File: config.mk
export PLATFORM = sky130hd
export DESIGN_NAME = sbus_fanout
export DESIGN_NICKNAME = d
export VERILOG_FILES = /design/src/rtl/sbus_pkg.sv /design/src/rtl/sbus_decode.sv /design/src/rtl/sbus_regslave.sv /design/src/rtl/sbus_or_combine.sv /design/src/rtl/sbus_fanout.sv
export SDC_FILE = /design/constraint.sdc
export NUM_CORES = 1
export LEC_CHECK = 0
export BUFFER_PORTS_ARGS = -buffer_cell sky130_fd_sc_hd__buf_2
export CORE_UTILIZATION = 55
export CTS_BUF_LIST = sky130_fd_sc_hd__clkbuf_4 sky130_fd_sc_hd__clkbuf_8 sky130_fd_sc_hd__clkbuf_16
export DETAILED_ROUTE_END_ITERATION = 8
export GPL_TIMING_DRIVEN = 0
export HOLD_SLACK_MARGIN = 0.02
export PLACE_DENSITY = 0.79
export REMOVE_ABC_BUFFERS = 1
export SYNTH_ARGS = -nofsm -noshare
export SYNTH_HDL_FRONTEND = slang
export SYNTH_SLANG_ARGS = --single-unit
File: constraint.sdc
create_clock -name clk -period 3.9 [get_ports clk]
set_input_delay 0.585 -clock clk [delete_from_list [all_inputs] [get_ports clk]]
set_output_delay 0.585 -clock clk [all_outputs]
set_load 0.01 [all_outputs]
File: src/rtl/sbus_pkg.sv
package sbus_pkg;

    // Access kind seen by a slave in one cycle, encoded as {rd, wr}.
    typedef enum logic [1:0] {
        ACC_IDLE  = 2'b00,
        ACC_WRITE = 2'b01,
        ACC_READ  = 2'b10,
        ACC_BOTH  = 2'b11
    } acc_e;

    function automatic acc_e acc_kind(input logic wr, input logic rd);
        return acc_e'({rd, wr});
    endfunction

endpackage

File: src/rtl/sbus_decode.sv
module sbus_decode #(
    parameter int ADDR_W  = 8,
    parameter int DATA_W  = 16,
    parameter int SEL_W   = 2,
    parameter int NUM_SLV = 3,
    localparam int LOC_W  = ADDR_W - SEL_W
) (
    input  logic               clk,
    input  logic               rst,
    input  logic [ADDR_W-1:0]  m_addr,
    input  logic               m_wr,
    input  logic               m_rd,
    input  logic [DATA_W-1:0]  m_wdata,
    output logic [NUM_SLV-1:0] s_wr,
    output logic [NUM_SLV-1:0] s_rd,
    output logic [LOC_W-1:0]   s_addr,
    output logic [DATA_W-1:0]  s_wdata
);
    localparam logic [SEL_W:0] NSLV_L = (SEL_W+1)'(NUM_SLV);

    logic [SEL_W-1:0] win;
    logic             mapped;

    assign win     = m_addr[ADDR_W-1 -: SEL_W];
    assign mapped  = {1'b0, win} < NSLV_L;
    assign s_addr  = m_addr[LOC_W-1:0];
    assign s_wdata = m_wdata;

    for (genvar k = 0; k < NUM_SLV; k++) begin : g_sel
        logic hit;
        assign hit     = (win == SEL_W'(k));
        assign s_wr[k] = !rst && m_wr && hit;
        assign s_rd[k] = !rst && m_rd && hit;
    end

    // nothing leaves the decoder while reset is high
    a_r8_reset_quiet: assert property (@(posedge clk)
        rst |-> (s_wr == '0 && s_rd == '0));

    // an unmapped window reaches no slave
    a_r5_unmapped_quiet: assert property (@(posedge clk) disable iff (rst)
        !mapped |-> (s_wr == '0 && s_rd == '0));

    // at most one slave is selected per strobe
    a_r10_single_sel: assert property (@(posedge clk) disable iff (rst)
        $onehot0(s_wr) && $onehot0(s_rd));

    // a mapped write always reaches exactly one slave
    a_r2_write_forwarded: assert property (@(posedge clk) disable iff (rst)
        (m_wr && mapped) |-> $countones(s_wr) == 1);

endmodule

File: src/rtl/sbus_regslave.sv
module sbus_regslave
    import sbus_pkg::*;
#(
    parameter int LOC_W    = 6,
    parameter int DATA_W   = 16,
    parameter int DEPTH_AW = 4,
    localparam int DEPTH   = 1 << DEPTH_AW
) (
    input  logic              clk,
    input  logic              rst,
    input  logic              wr,
    input  logic              rd,
    input  logic [LOC_W-1:0]  addr,
    input  logic [DATA_W-1:0] wdata,
    output logic [DATA_W-1:0] rdata
);
    logic [DATA_W-1:0]   regs [DEPTH];
    logic [DATA_W-1:0]   rdata_q;
    logic [DEPTH_AW-1:0] idx;
    logic [DATA_W-1:0]   cur;
    logic                in_range;
    acc_e                kind;

    assign idx  = addr[DEPTH_AW-1:0];
    assign cur  = regs[idx];
    assign kind = acc_kind(wr && in_range, rd && in_range);

    if (LOC_W > DEPTH_AW) begin : g_hi
        assign in_range = ~|addr[LOC_W-1:DEPTH_AW];
    end else begin : g_full
        assign in_range = 1'b1;
    end

    always_ff @(posedge clk) begin
        if (rst) begin
            for (int i = 0; i < DEPTH; i++) regs[i] <= '0;
            rdata_q <= '0;
        end else begin
            case (kind)
                ACC_WRITE: begin
                    regs[idx] <= wdata;
                    rdata_q   <= '0;
                end
                ACC_READ:  rdata_q <= cur;
                ACC_BOTH: begin
                    rdata_q   <= cur;
                    regs[idx] <= wdata;
                end
                default:   rdata_q <= '0;
            endcase
        end
    end

    assign rdata = rdata_q;

    // a slave that did not read drives zeros
    a_r4_idle_zero: assert property (@(posedge clk) disable iff (rst)
        !rd |=> rdata == '0);

    // beyond-depth read returns zeros
    a_r6_out_of_range: assert property (@(posedge clk) disable iff (rst)
        (rd && !in_range) |=> rdata == '0);

    // combined strobes return the pre-write contents
    a_r7_read_old: assert property (@(posedge clk) disable iff (rst)
        (rd && wr && in_range) |=> rdata == $past(cur));

    // a plain read returns the addressed register
    a_r3_read_value: assert property (@(posedge clk) disable iff (rst)
        (rd && in_range) |=> rdata == $past(cur));

endmodule

File: src/rtl/sbus_or_combine.sv
module sbus_or_combine #(
    parameter int NUM_SLV = 3,
    parameter int DATA_W  = 16
) (
    input  logic                      clk,
    input  logic                      rst,
    input  logic [NUM_SLV*DATA_W-1:0] slv_rdata,
    output logic [DATA_W-1:0]         merged
);
    logic [NUM_SLV-1:0] nz;

    for (genvar k = 0; k < NUM_SLV; k++) begin : g_nz
        assign nz[k] = |slv_rdata[k*DATA_W +: DATA_W];
    end

    always_comb begin
        merged = '0;
        for (int k = 0; k < NUM_SLV; k++) merged |= slv_rdata[k*DATA_W +: DATA_W];
    end

    // no two slaves drive read data at once
    a_r10_single_driver: assert property (@(posedge clk) disable iff (rst)
        $onehot0(nz));

endmodule

File: src/rtl/sbus_fanout.sv
module sbus_fanout #(
    parameter int ADDR_W  = 8,
    parameter int DATA_W  = 16,
    parameter int SEL_W   = 2,
    parameter int NUM_SLV = 3,
    parameter int REG_AW  = 4
) (
    input  logic              clk,
    input  logic              rst,
    input  logic [ADDR_W-1:0] m_addr,
    input  logic              m_wr,
    input  logic [DATA_W-1:0] m_wdata,
    input  logic              m_rd,
    output logic [DATA_W-1:0] m_rdata
);
    localparam int LOC_W = ADDR_W - SEL_W;

    logic [NUM_SLV-1:0]        s_wr;
    logic [NUM_SLV-1:0]        s_rd;
    logic [LOC_W-1:0]          s_addr;
    logic [DATA_W-1:0]         s_wdata;
    logic [NUM_SLV*DATA_W-1:0] slv_rdata;

    sbus_decode #(
        .ADDR_W(ADDR_W), .DATA_W(DATA_W), .SEL_W(SEL_W), .NUM_SLV(NUM_SLV)
    ) u_decode (
        .clk(clk), .rst(rst),
        .m_addr(m_addr), .m_wr(m_wr), .m_rd(m_rd), .m_wdata(m_wdata),
        .s_wr(s_wr), .s_rd(s_rd), .s_addr(s_addr), .s_wdata(s_wdata)
    );

    for (genvar k = 0; k < NUM_SLV; k++) begin : g_slv
        sbus_regslave #(
            .LOC_W(LOC_W), .DATA_W(DATA_W), .DEPTH_AW(REG_AW)
        ) u_regs (
            .clk(clk), .rst(rst),
            .wr(s_wr[k]), .rd(s_rd[k]),
            .addr(s_addr), .wdata(s_wdata),
            .rdata(slv_rdata[k*DATA_W +: DATA_W])
        );
    end

    sbus_or_combine #(
        .NUM_SLV(NUM_SLV), .DATA_W(DATA_W)
    ) u_merge (
        .clk(clk), .rst(rst),
        .slv_rdata(slv_rdata),
        .merged(m_rdata)
    );

endmodule

## After elaboration in Yosys (flattened, before gate mapping)

Memories as Yosys holds them, arrays and structs flattened. A register that Yosys moved wholly into a read port is not among the register bits.
Cells that the tools add are included.

- Equal/unequal tests: 11
- Muxes and demuxes: 32
- Bitwise gates (word level): 8
- Reductions and logical operators: 27

Operators with widths:

| cell | number |
|---|---|
| 2-to-1 mux 16 bit | 6 |
| OR reduction 16 bit | 3 |
| bitwise OR 16 bit | 2 |
| 2-to-1 mux 1 bit | 23 |
| equality test 2 bit (second input constant) | 7 |
| logical AND 1 bit | 14 |
| OR reduction 2 bit | 7 |
| 2-to-1 mux 4 bit | 3 |
| equality test 2 x 1 -> 1 bit (second input constant) | 4 |
| NOT 1 bit | 3 |
| bitwise OR 1 bit | 3 |
| logical NOT 1 bit | 2 |
| logical NOT 2 bit | 1 |

- Flip-flop bits (word level): 0
- Bits in writable memories: 768
- Output and inout bits: 16
- Memories: 3

Memories:

| memory | depth | bits a word | read ports | clocked after memory_dff | write ports | line | source |
|---|---|---|---|---|---|---|---|
| g_slv[0].u_regs.regs | 16 | 16 | 1 | 1 | 16 | sbus_regslave.sv:17 | `logic [DATA_W-1:0] regs [DEPTH];` |
| g_slv[1].u_regs.regs | 16 | 16 | 1 | 1 | 16 | sbus_regslave.sv:17 |  |
| g_slv[2].u_regs.regs | 16 | 16 | 1 | 1 | 16 | sbus_regslave.sv:17 |  |

## Depth between registers and ports, before layout

- Depth in word-level cells: 11
- Gate-level depth with buffers: 8
- Depth with buffers taken out: 4

## Cells and area by module

A second synthesis with hierarchy kept.

- Cells, all modules: 2324
- Area total of the unflattened synthesis: 37598.6 um^2

By module, submodules not included:

| module | instances | cells each | area an instance (um^2) | sequential area each (um^2) |
|---|---|---|---|---|
| sbus_regslave | 3 | 760 | 12421.9 | 8007.7 |
| sbus_decode | 1 | 28 | 232.7 | 0.0 |
| sbus_or_combine | 1 | 16 | 100.1 | 0.0 |

## Worst setup path before layout

Ideal clock, no wire load.

- Path type: input to register
- Start: input rst
- End: memory g_slv[0].u_regs.regs[10][0] (enable)
- Data arrival time: 2.236 ns
- Path slack: 1.331 ns
- Stages: 6
- Path buffers: 2
- Path through: buf_2 nor4b_4 or3b_1 buf_4 nor4_4 or2_2

RTL lines:

| item | line | source |
|---|---|---|
| from (decl) | sbus_fanout.sv:9 | `input logic rst,` |
| to (decl) | sbus_regslave.sv:17 |  |

==> flow_summary.ini <==
[cts]
cts_tree = done
root_buffer = clkbuf_16
clock_latency_ps = 630
cts_htree_levels = 3
cts_inserted_buffers = 80
holdBufCountCts = 0
clockBufferDepth = 3
cts_sinks = 816
path_clk_slew_ps = 60

[synthesis]
synth.mux.area_fraction = 0.133
yosys_warnings = 0
synth_compound_area_frac = 0.0118
syn_inst = 2349
synth_fa_ha_area_frac = 0
synth_area_leaders = edfxtp_1 63%, and2_1 13%, mux4_2 12%
synth-edff-count = 768
synth_xor_xnor_area_share = 0
netlist_area_um2 = 36400
yosysUniqueCellTypes = 39
synthFlopType = edfxtp_1
synth_top_cell_by_area = edfxtp_1
seq_area_frac_synth = 0.659
synth_top_family_by_area = simple AND/OR/NAND/NOR gates
synth_top_area_frac = 0.633
synth_seq_cells = 816
ys_async_sr_fraction = 0
yosys.area_share.simple = 0.167
syn_area_per_cell_um2 = 15.5

[job]
max-cap-violations = 0

[timing]
setup_viol = 181
finClkSkew_ps = 27.9
fin_crit_sh = 1.04
report.final.slew_viol_count = 0
min_period_ps = 4040
slew_headroom = 0.0285
timing.setup.tns_ps = -12260
rsz0062_at_grt = yes
final_hold_viol_count = 0
fmax_ghz = 0.248
worst_pin_slew_ps = 1460
fin_ws_ps = -139

[layout]
drive_gt1_frac = 0.213
final.fill_count = 4591
utilization = 0.607
fin_nets = 2303
syn_to_final_growth_pct = 9.37
layout_common_cells = 768 x and2_1, 768 x edfxtp_1, 191 x mux4_2, 86 x clkbuf_16
antenna_cells = 0

[die]
die_area_um2 = 67300
ioPinCount = 44
fp.dieH_um = 259
die-width_um = 259
core_um2 = 65600
num_rows = 94
initial_core_util = 0.555

[drt]
drc = 0
drt_wl_total_um = 85300
dr.pass1.iters = 5
drt_iter0_drc = 2217
antenna_left = 0
vias_per_cell = 6.10
wl_per_cell_um = 26.7
vias = 19498

[placement]
io_buffers = 43
place_hpwl_um = 49200
gp_congestion = 0.871

[worst_setup_path]
start_kind = input port
required_ps = 4170
cp_max_fo = 56
worstPathArrival_ps = 4310
crit_type = in -> reg
end_kind = register

[global_route]
gr-usage-all-layers = 0.256
overflow = 0
antenna_found_initial = 4
grt_first_pass_wirelength_um = 125000
grt_max_degree = 85
first_global_vias = 19655

[power_and_ir_drop]
leakage_nw = 13.9
ir_worst_vdd_uv = 332
powerDensity_nw_per_um2 = 481

[status]
violations = negative setup slack
run_status = finished, violations left

[worst_hold_path]
hp-class = in -> reg
==> Yosys cell counts, drive strengths merged, types with 4 or more instances <==
cell type and n:
nor2 45, o211ai 15, a22oi 13, nand3 25, buf 60, inv 45
nor4 7, nand4 4, edfxtp 768, or2 48, mux2i 18, dfxtp 48
mux2 33, clkbuf 146, and2 768, or3 16, mux4 191, o21ai 13
nor2b 6, o221ai 16, nand2 35, nand2b 16
==> report_power, final <==
part           leakage, nW  internal [mW]  switching, mW
sequential            7.68           9.97          0.116
clock                 1.36           4.75           3.23
combinational         4.83          0.434          0.690
==> kinds of logic (layout without fill, tap and decap cells) <==
| group | Yosys count | after routing |
|---|---|---|
| buf+inv | 251 | 237 |
| flops | 816 | 816 |
| compound gates | 59 | 59 |
| mux | 242 | 242 |
| simple gates | 981 | 981 |
==> critical path: stages <==
cell,delay (ps)
buf_2,540
nor4b_4,570
nand3b_1,710
nor2_1,1230
or2_2,580
==> path summary, 6_finish.rpt <==
path,from,to,slack (ps),cells after the start
worst min-delay path,m_addr[7],g_slv[2].u_regs.rdata[6],590,5
worst max register to register,g_slv[1].u_regs.regs[9][0],g_slv[1].u_regs.rdata[0],1620,4
worst max-delay path,rst,g_slv[1].u_regs.regs[4][8],-140,5
worst min register to register,g_slv[0].u_regs.regs[12][2],g_slv[0].u_regs.rdata[2],690,3
==> sequential cells by signal, summed over array words and instances (netlist names) <==
name                cells
g_slv.u_regs.rdata     48
g_slv.u_regs.regs     768
==> what timing repair did <==
action / in CTS / in global routing
buffers inserted: 0 / 0
resized for setup: 1 / 16
setup endpoints to repair: 27 / 338
pin swaps: 1 / 2
==> metal layers <==
metal,wire length (um),share of wire,global-route usage
met2,42700,0.50,0.423
met1,32200,0.38,0.331
met5,37,0.00043,0
met4,2640,0.031,0.0922
met3,7660,0.090,0.0618
==> through the flow <==
step | power (mW) | hold slack [ps] | area, um2 | worst slack, ps | std cells
3_3_place_gp | 11.4 | 679 | 36900 | -5310 | 3050
5_1_grt | 19.6 | 582 | 39900 | -207 | 3199
6_report | 19.2 | 588 | 39900 | -139 | 3199
3_5_place_dp | 11.4 | 673 | 37100 | -762 | 3057
2_1_floorplan | 10.8 | 642 | 35600 | 931 | 2143
4_1_cts | 19.2 | 506 | 39800 | 24.9 | 3199
==> area by class of cell <==
class / instances / area (um2) / area share
flip-flops and latches: 816 / 24000 / 0.603
multi-input cells: 1282 / 11500 / 0.288
clock buffers: 110 / 2350 / 0.0590
well taps: 864 / 1080 / 0.0271
repair buffers: 50 / 398 / 0.00998
clock inverters: 32 / 372 / 0.00932
inverters: 45 / 169 / 0.00424
(Power assumes the default switching activity.)
